## src/rtl/tsc_pkg.sv

```systemverilog
package tsc_pkg;

   typedef enum logic [2:0] {
      SM_FREE   = 3'd0,
      SM_ENC_A  = 3'd1,
      SM_ENC_B  = 3'd2,
      SM_ENC_AB = 3'd3,
      SM_RSVD   = 3'd4,
      SM_GATED  = 3'd5,
      SM_TRIG   = 3'd6,
      SM_EXTCLK = 3'd7
   } tsc_mode_e;

   function automatic logic is_encoder(input tsc_mode_e m);
      return (m == SM_ENC_A) || (m == SM_ENC_B) || (m == SM_ENC_AB);
   endfunction

endpackage

```

## src/rtl/tsc_sync.sv

```systemverilog
module tsc_sync #(
   parameter int WIDTH  = 1,
   parameter int STAGES = 2
) (
   input  logic             clk_i,
   input  logic             rst_ni,
   input  logic [WIDTH-1:0] d_i,
   output logic [WIDTH-1:0] q_o
);

   if (STAGES < 2) begin : g_bad_stages
      $error("tsc_sync: STAGES must be at least 2");
   end

   logic [WIDTH-1:0] stage_q [STAGES];

   for (genvar s = 0; s < STAGES; s++) begin : g_stage
      always_ff @(posedge clk_i or negedge rst_ni) begin
         if (!rst_ni)     stage_q[s] <= '0;
         else if (s == 0) stage_q[s] <= d_i;
         else             stage_q[s] <= stage_q[(s > 0) ? s-1 : 0];
      end
   end

   assign q_o = stage_q[STAGES-1];

endmodule

```

## src/rtl/tsc_quad_dec.sv

```systemverilog
module tsc_quad_dec
   import tsc_pkg::*;
(
   input  logic      clk_i,
   input  logic      rst_ni,
   input  logic      a_i,
   input  logic      b_i,
   input  tsc_mode_e mode_i,
   output logic      edge_o,
   output logic      down_o
);

   logic a_q, b_q;
   logic a_ev, b_ev;

   always_ff @(posedge clk_i or negedge rst_ni) begin
      if (!rst_ni) begin
         a_q <= 1'b0;
         b_q <= 1'b0;
      end else begin
         a_q <= a_i;
         b_q <= b_i;
      end
   end

   assign a_ev = a_i ^ a_q;
   assign b_ev = b_i ^ b_q;

   always_comb begin
      edge_o = 1'b0;
      down_o = 1'b0;
      unique case (mode_i)
         SM_ENC_A: begin
            edge_o = a_ev;
            down_o = (a_i == b_i);
         end
         SM_ENC_B: begin
            edge_o = b_ev;
            down_o = (a_i != b_i);
         end
         SM_ENC_AB: begin
            edge_o = a_ev ^ b_ev;
            down_o = a_ev ? (a_i == b_i) : (a_i != b_i);
         end
         default: begin
            edge_o = 1'b0;
            down_o = 1'b0;
         end
      endcase
   end


   ab_single_edge_chk: assert property (@(posedge clk_i) disable iff (!rst_ni)
      (mode_i == SM_ENC_AB && edge_o) |-> ($past(a_i) != a_i) != ($past(b_i) != b_i));

endmodule

```

## src/rtl/tsc_counter.sv

```systemverilog
module tsc_counter #(
   parameter int CNT_W = 8
) (
   input  logic             clk_i,
   input  logic             rst_ni,
   input  logic             step_i,
   input  logic             down_i,
   input  logic [CNT_W-1:0] reload_i,
   output logic [CNT_W-1:0] count_o
);

   if (CNT_W < 2) begin : g_bad_width
      $error("tsc_counter: CNT_W must be at least 2");
   end

   logic [CNT_W-1:0] count_q, count_d;

   always_comb begin
      count_d = count_q;
      if (step_i) begin
         if (down_i) count_d = (count_q == '0) ? reload_i : count_q - 1'b1;
         else        count_d = (count_q >= reload_i) ? '0 : count_q + 1'b1;
      end
   end

   always_ff @(posedge clk_i or negedge rst_ni) begin
      if (!rst_ni) count_q <= '0;
      else         count_q <= count_d;
   end

   assign count_o = count_q;


   wrap_up_chk: assert property (@(posedge clk_i) disable iff (!rst_ni)
      (step_i && !down_i && count_q >= reload_i) |=> count_q == '0);


   wrap_dn_chk: assert property (@(posedge clk_i) disable iff (!rst_ni)
      (step_i && down_i && count_q == '0) |=> count_q == $past(reload_i));


   hold_chk: assert property (@(posedge clk_i) disable iff (!rst_ni)
      !step_i |=> $stable(count_q));

endmodule

```

## src/rtl/tmr_slave_ctl.sv

```systemverilog
module tmr_slave_ctl
   import tsc_pkg::*;
#(
   parameter  int CNT_W       = 8,
   parameter  int NUM_TRIG    = 4,
   parameter  int SYNC_STAGES = 2,
   localparam int SEL_W       = (NUM_TRIG > 1) ? $clog2(NUM_TRIG) : 1
) (
   input  logic                clk_i,
   input  logic                rst_ni,
   input  logic                en_i,
   input  logic [2:0]          mode_i,
   input  logic [SEL_W-1:0]    trig_sel_i,
   input  logic [NUM_TRIG-1:0] trig_i,
   input  logic                enc_a_i,
   input  logic                enc_b_i,
   input  logic [CNT_W-1:0]    reload_i,
   input  logic                dir_down_i,
   output logic [CNT_W-1:0]    count_o,
   output logic                step_o,
   output logic                run_o,
   output logic                dir_o
);

   if (NUM_TRIG < 1 || NUM_TRIG > 16) begin : g_bad_trig
      $error("tmr_slave_ctl: NUM_TRIG must be within 1..16");
   end

   localparam int SYNC_W = NUM_TRIG + 2;

   tsc_mode_e          mode;
   logic [SYNC_W-1:0]  sync_q;
   logic [NUM_TRIG-1:0] trig_s;
   logic               a_s, b_s;
   logic               trg, trg_q, trg_rise;
   logic               started_q;
   logic               enc_edge, enc_down, enc_dir_q;
   logic               step, down;

   assign mode = tsc_mode_e'(mode_i);

   tsc_sync #(.WIDTH(SYNC_W), .STAGES(SYNC_STAGES)) u_sync (
      .clk_i (clk_i),
      .rst_ni(rst_ni),
      .d_i   ({enc_b_i, enc_a_i, trig_i}),
      .q_o   (sync_q)
   );

   assign trig_s = sync_q[NUM_TRIG-1:0];
   assign a_s    = sync_q[NUM_TRIG];
   assign b_s    = sync_q[NUM_TRIG+1];

   always_comb begin
      trg = 1'b0;
      for (int i = 0; i < NUM_TRIG; i++)
         if (trig_sel_i == SEL_W'(i)) trg = trig_s[i];
   end

   always_ff @(posedge clk_i or negedge rst_ni) begin
      if (!rst_ni) trg_q <= 1'b0;
      else         trg_q <= trg;
   end

   assign trg_rise = trg & ~trg_q;

   always_ff @(posedge clk_i or negedge rst_ni) begin
      if (!rst_ni)              started_q <= 1'b0;
      else if (mode != SM_TRIG) started_q <= 1'b0;
      else if (trg_rise)        started_q <= 1'b1;
   end

   tsc_quad_dec u_dec (
      .clk_i (clk_i),
      .rst_ni(rst_ni),
      .a_i   (a_s),
      .b_i   (b_s),
      .mode_i(mode),
      .edge_o(enc_edge),
      .down_o(enc_down)
   );

   always_comb begin
      run_o = 1'b0;
      step  = 1'b0;
      unique case (mode)
         SM_FREE: begin
            run_o = en_i;
            step  = en_i;
         end
         SM_ENC_A, SM_ENC_B, SM_ENC_AB: begin
            run_o = en_i;
            step  = en_i & enc_edge;
         end
         SM_GATED: begin
            run_o = en_i & trg;
            step  = en_i & trg;
         end
         SM_TRIG: begin
            run_o = en_i | started_q;
            step  = en_i | started_q;
         end
         SM_EXTCLK: begin
            run_o = en_i;
            step  = en_i & trg_rise;
         end
         default: begin
            run_o = 1'b0;
            step  = 1'b0;
         end
      endcase
   end

   assign down = is_encoder(mode) ? enc_down : dir_down_i;

   always_ff @(posedge clk_i or negedge rst_ni) begin
      if (!rst_ni)                     enc_dir_q <= 1'b0;
      else if (step && is_encoder(mode)) enc_dir_q <= enc_down;
   end

   assign dir_o  = is_encoder(mode) ? enc_dir_q : dir_down_i;
   assign step_o = step;

   tsc_counter #(.CNT_W(CNT_W)) u_cnt (
      .clk_i   (clk_i),
      .rst_ni  (rst_ni),
      .step_i  (step),
      .down_i  (down),
      .reload_i(reload_i),
      .count_o (count_o)
   );


   started_keep_chk: assert property (@(posedge clk_i) disable iff (!rst_ni)
      (started_q && mode == SM_TRIG) |=> started_q);


   extclk_gap_chk: assert property (@(posedge clk_i) disable iff (!rst_ni)
      (mode == SM_EXTCLK && step_o) |=> (mode != SM_EXTCLK || !step_o));


   reserved_idle_chk: assert property (@(posedge clk_i) disable iff (!rst_ni)
      (mode == SM_RSVD) |-> !step_o && !run_o);

endmodule

```

## config.mk

```make
export PLATFORM = sky130hd
export DESIGN_NAME = tmr_slave_ctl
export DESIGN_NICKNAME = d
export VERILOG_FILES = /design/src/rtl/tsc_pkg.sv /design/src/rtl/tsc_sync.sv /design/src/rtl/tsc_quad_dec.sv /design/src/rtl/tsc_counter.sv /design/src/rtl/tmr_slave_ctl.sv
export SDC_FILE = /design/constraint.sdc
export NUM_CORES = 1
export LEC_CHECK = 0
export ABC_AREA = 1
export CORE_MARGIN = 2
export CORE_UTILIZATION = 57
export DETAILED_ROUTE_END_ITERATION = 10
export GPL_TIMING_DRIVEN = 0
export PLACE_DENSITY = 0.95
export REMOVE_ABC_BUFFERS = 1
export SLEW_MARGIN = 20
export SYNTH_ARGS = -nofsm -noshare
export SYNTH_HDL_FRONTEND = slang
export SYNTH_HIERARCHICAL = 1
export SYNTH_SLANG_ARGS = --single-unit
```

## constraint.sdc

```tcl
create_clock -name clk_i -period 2.7 [get_ports clk_i]
set_input_delay 0.54 -clock clk_i [delete_from_list [all_inputs] [get_ports clk_i]]
set_output_delay 0.54 -clock clk_i [all_outputs]
set_load 0.01 [all_outputs]
```

### After elaboration in Yosys (flattened, before gate mapping)

Cells that the tools add are included.
W data, S select, Z words.

| word-level totals | value |
|---|---|
| output and inout bits | 11 |
| word-level logic and storage cells | 57 |
| register bits | 25 |
| input bits | 23 |

| operators by class | value |
|---|---|
| reductions and logical operators | 9 |
| add/subtract/negate cells | 2 |
| bitwise operators | 9 |
| magnitude comparators | 1 |
| equal/unequal tests | 12 |
| muxes and demuxes | 16 |

Operator list:

| cell | number |
|---|---|
| $mux W8 | 3 |
| $eq A3 B3 Y1 const B | 3 |
| $mux W1 | 9 |
| $pmux W1 S3 | 3 |
| $add A8 B1 Y8 const B | 1 |
| $ge A8 B8 Y1 | 1 |
| $logic_not A8 Y1 | 1 |
| $sub A8 B1 Y8 const B | 1 |
| $eq A3 B2 Y1 const B | 2 |
| $pmux W1 S5 | 1 |
| $reduce_or A5 Y1 | 1 |
| $and A1 B1 Y1 | 4 |
| $eq A2 B2 Y1 const B | 2 |
| $eq A3 B1 Y1 const B | 1 |
| $logic_not A3 Y1 | 1 |
| $ne A3 B3 Y1 const B | 1 |
| $reduce_or A3 Y1 | 1 |
| $xor A1 B1 Y1 | 3 |
| $eq A2 B1 Y1 const B | 1 |
| $logic_not A2 Y1 | 1 |
| $logic_or A1 B1 Y1 | 2 |
| $reduce_bool A2 Y1 | 1 |
| $eq A1 B1 Y1 | 1 |
| $logic_and A1 B1 Y1 | 1 |
| other kinds (3) | 3 |

### Logic depth before layout (Yosys ltp)

| logic depth | value |
|---|---|
| depth after elaboration | 9 |
| depth in mapped cells | 16 |
| mapped depth without buffers | 14 |

### By module

Netlist, hierarchy kept.

Modules (own cells, without submodules):

| module | cells an instance | area each (um^2) | times used | seq. area each (um^2) |
|---|---|---|---|---|
| tsc_counter | 177 | 1,076.0 | 1 | 200.2 |
| tsc_sync | 18 | 345.3 | 1 | 300.3 |
| tmr_slave_ctl | 57 | 319.1 | 1 | 75.1 |
| tsc_quad_dec | 38 | 198.9 | 1 | 50.0 |

### Least setup slack after synthesis

No wires, ideal clock.

| timing path | value |
|---|---|
| path kind | flip-flop to output port |
| from | register u_sync.stage_q, in the netlist u_sync/q_o[5] |
| to | output step_o |
| buffers on the path | 1 |
| required time | 2,160 ps |
| path slack | 864 ps |
| cell stages (with the launch flop) | 13 |
| data arrival time | 1,296 ps |
| path through | dfrtp_1 buf_4 inv_1 nand2_1 nand2_1 nand3_1 nand3_1 nand2_1 inv_1 nand2_1 nand2_1 nand3_1 o21a_1 |

| on the way | value |
|---|---|
| word-level cells in the longest chain between the ends | 5 |

RTL lines:

| what | line | RTL |
|---|---|---|
| from (decl) | tsc_sync.sv:15 | `logic [WIDTH-1:0] stage_q [STAGES];` |
| from (signal, indexed assignment) | tsc_sync.sv:20 | `else if (s == 0) stage_q[s] <= d_i;` |
| from (signal, indexed assignment) | tsc_sync.sv:21 | `else stage_q[s] <= stage_q[(s > 0) ? s-1 : 0];` |
| $xor A1 B1 Y1 (*) | tsc_quad_dec.sv:27 | `assign b_ev = b_i ^ b_q;` |
| $xor A1 B1 Y1 | tsc_quad_dec.sv:42 | `edge_o = a_ev ^ b_ev;` |
| $pmux W1 S3 (*) | tsc_quad_dec.sv:32 | `unique case (mode_i)` |
| net enc_edge | tmr_slave_ctl.sv:37 | `logic enc_edge, enc_down, enc_dir_q;` |
| $and A1 B1 Y1 (*) | tmr_slave_ctl.sv:92 | `step = en_i & enc_edge;` |
| $pmux W1 S5 (*) | tmr_slave_ctl.sv:85 | `unique case (mode)` |
| to (decl) | tmr_slave_ctl.sv:20 | `output logic step_o,` |

Mark *: on every way through the listed nets, which the timed path passes. The rest lies on a longest branch.

### Worst setup path in the final report

| timing path | value |
|---|---|
| from | input en_i |
| to | output run_o |

| on the way | value |
|---|---|
| word-level cells in the longest chain between the ends | 2 |
| elaborated cells between the ends (all ways) | 3 |
| those cells by class | mux (1); bitwise (2) |

RTL lines:

| what | line | RTL |
|---|---|---|
| from (decl) | tmr_slave_ctl.sv:11 | `input logic en_i,` |
| $or A1 B1 Y1 / $and A1 B1 Y1 (equally long branches) | tmr_slave_ctl.sv:99, tmr_slave_ctl.sv:95 |  |
| $pmux W1 S3 (*) | tmr_slave_ctl.sv:85 |  |
| to (decl) | tmr_slave_ctl.sv:21 | `output logic run_o,` |

Mark *: on every way between the ends. The rest lies on a longest branch, timed or not.

==> summary.txt <==
GRT
  – GRT Residual Overflow: 0
  – First-pass GRT wire length: 7150 µm
  – Largest net degree at the start of global routing: 26
  – GRT Util Overall: 22.6%
  – Initial antenna violation count: 0
  – Vias in the first global route: 1,675

CTS
  – Root buf cell: clkbuf_4
  – CTS tree: yes
  – CTS clk-pin slew, worst paths: 0.13 ns
  – Deepest clock path buffer count: 2
  – Sink Count: 25
  – Num CTS Buffers: 3
  – Cts hold-fix bufs: 0
  – H-tree depth: 1
  – Latest clock arrival within the worst-skew pair: 0.32 ns

Timing
  – Crit path time final: 2.62 ns
  – Worst Max-Slew Pin Slew: 0.522 ns
  – Fin Hold WS: 0.174 ns
  – Fin Clk Skew: 0.00195 ns
  – Setup WS post-layout: 0.0774 ns
  – Max Slew Vio Count: 0
  – Fmax: 381 MHz
  – Period utilisation layout: 97.1%
  – Hold Violations, Final: 0
  – Worst relative slew slack: 65.2%
  – Final Setup Violations: 0

Yosys
  – Post-synthesis sequential area ratio: 32.3%
  – Multiplexer share of the synthesized area: 0%
  – Syn_area_per_cell: 6.69 µm²
  – Synthesis Warnings: 6
  – Synth Area in Adders: 7.10%
  – Largest family of logic cells by synthesized area: simple AND/OR/NAND/NOR gates
  – Yosys cell types: 28
  – Xor/xnor cell area share of the yosys netlist: 0.903%
  – Post-Syn Instances: 290
  – Compound-Gate Fraction of Synth Area: 7.48%
  – #FFs+latches synth: 25
  – Syn Std Cell Area: 0.00194 mm²
  – Synth Area in Simple Gates: 40.1%

Routing
  – WL/cell: 11.4 µm
  – Vias: 1,921
  – DRC: 0
  – First-pass iteration count of the detailed router: 6
  – Final WL: 4200 µm
  – Vias per inst: 5.22
  – Initial drt markers: 174
  – DRT antenna net count: 0

Placed design
  – Buffers added on ports: 33
  – GP Congestion: 0.880
  – DP Worst Slack: -0.624 ns
  – Placed Area: 0.00226 mm²
  – Detailed Place HPWL: 3000 µm

Die
  – Die Y: 62.3 µm
  – Die W: 62.3 µm
  – Site Rows: 21
  – Core area: 0.00331 mm²
  – I/O Pins: 34
  – Initial core utilization: 58.6%
  – Die ar.: 0.00389 mm²

Critical path
  – Worst Setup End Kind: output pin
  – CP Cell Sequence: clkdlybuf4s50_1 -> nand2_1 -> nor2_1 -> nand3_2 -> nand2_1 -> clkdlybuf4s50_1
  – Critical Path RT: 2.16 ns
  – CP Launch Type: input port
  – Critical path class: input port to output pin
  – R2R setup slack: 0.63 ns
  – Critical path peak fanout: 3
  – Worst path max stage delay: 0.55 ns
  – Arrival time worst endpoint: 2.08 ns
  – CP max stage cell: clkdlybuf4s50_1
  – CP bufs+invs: 2
  – Top delay family on crit path: buffers and inverters

Power
  – PwrDens: 734 mW/mm²
  – Leak: 0.00128 µW
  – Peak supply drop: 0.439 mV

Outcome
  – Status: completed

Hold path
  – HP Class: input port to async pin

Flow run
  – Max-Cap Viols: 0

Layout
  – Final #Nets: 357
  – Area growth from synthesis to layout: 20.2%
  – Antenna diodes: 0
  – Ratio of cells with drive above 1 in the final layout: 10.6%
  – Design Area, Final: 0.00233 mm²
## cells by family (layout without fill, tap and decap cells)
logic type	Yosys count	after routing
and+or+nand+nor	172	172
buffers and inverters	55	87
AOI/OAI and AO/OA	25	25
DFF	25	25
adders and majority gates	11	11
xor gates and xnor gates	2	2
## worst paths after layout
check                                                  from                           end  cells past startpoint
worst max-delay path                                   en_i                         run_o                      6
worst min-delay path                                 rst_ni   u_sync/stage_q[9]$_DFF_PN0_                      1
worst max register to register      u_sync/q_o[4]$_DFF_PN0_  u_cnt/count_o[1]$_DFFE_PN0P_                     14
worst min register to register  u_sync/stage_q[9]$_DFF_PN0_       u_sync/q_o[3]$_DFF_PN0_                      0
max in group asynchronous                            rst_ni       u_sync/q_o[4]$_DFF_PN0_                      1
min in group clk_i              u_sync/stage_q[9]$_DFF_PN0_       u_sync/q_o[3]$_DFF_PN0_                      0
## metrics by stage
step,util (%),setup TNS [ns],total power (µW),cells
CTS,69.9,0,1700,365
global route,70.4,-0.00283,1870,368
floorplan,-,0,1210,280
detailed placement,68.3,-0.658,1530,359
global placement,68.3,-0.614,1490,359
finish,70.4,0,1710,368
## power breakdown
part	switching, µW	total [µW]	internal (µW)
clock network	108	165	56.7
registers	171	615	444
logic	527	930	403
## timing repair
action / in CTS / in global routing
endpoints found under the setup margin: 3 / 1
endpoints found under the hold margin: 0 / 0
cloned: 0 / 0
resized for setup: 9 / 0
buffers inserted: 2 / 3
pin swaps: 2 / 0
## metal layers
metal | vias to the layer above | global-route usage (%) | wire [µm]
li1 | 970 | - | -
met1 | 861 | 28.8 | 1760
met2 | 79 | 39.1 | 2010
met3 | 11 | 3.08 | 355
met4 | 0 | 8.33 | 76
met5 | - | 0 | 0
## cell usage in the layout, fill, tap and decap left out, types with 2 or more instances in the layout
cell and instances:
a21oi_1 12, buf_4 5, clkbuf_4 3, clkdlybuf4s50_1 28, dfrtp_1 24, dlygate4sd2_1 4
ha_1 11, inv_1 41, inv_2 4, nand2_1 93, nand2_2 4, nand3_1 21
nand3_2 4, nand4_1 9, nor2_1 31, nor2_2 4, nor2_4 2, o211ai_1 2
o21ai_0 4, o21ai_1 2, xor2_1 2
## flip-flops by register name, summed over array words and instances, names as in the netlist
name	cells
u_sync/q_o	6
u_dec/b_q	1
u_cnt/count_o	8
u_sync/stage_q	6
started_q	1
enc_dir_q	1
trg_q	1
u_dec/a_q	1
## cells in the mapped netlist, drive strengths merged
| library cell | instances | area (µm²) |
|---|---|---|
| ha | 11 | 138 |
| xor2 | 2 | 17.5 |
| buf | 10 | 67.6 |
| a21boi | 1 | 7.51 |
| nand2 | 98 | 385 |
| nand4 | 9 | 56.3 |
| o21a | 1 | 7.51 |
| nor2 | 38 | 179 |
| nand3 | 25 | 145 |
| inv | 45 | 169 |
| a21oi | 13 | 68.8 |
| o211ai | 2 | 15.0 |
| or2 | 1 | 6.26 |
| a21o | 1 | 7.51 |
| dfrtp | 25 | 626 |
| o21ai | 7 | 38.8 |
| nor3 | 1 | 5.00 |
## area by class of cell
| class | instances | area (µm²) |
|---|---|---|
| multi-input cells | 210 | 1090 |
| fillers | 276 | 980 |
| flip-flops and latches | 25 | 627 |
| repair buffers | 38 | 358 |
| inverters | 45 | 169 |
| well taps | 46 | 57.6 |
| clock buffers | 3 | 22.5 |
| clock inverters | 1 | 7.51 |
(Power assumes the default switching activity.)
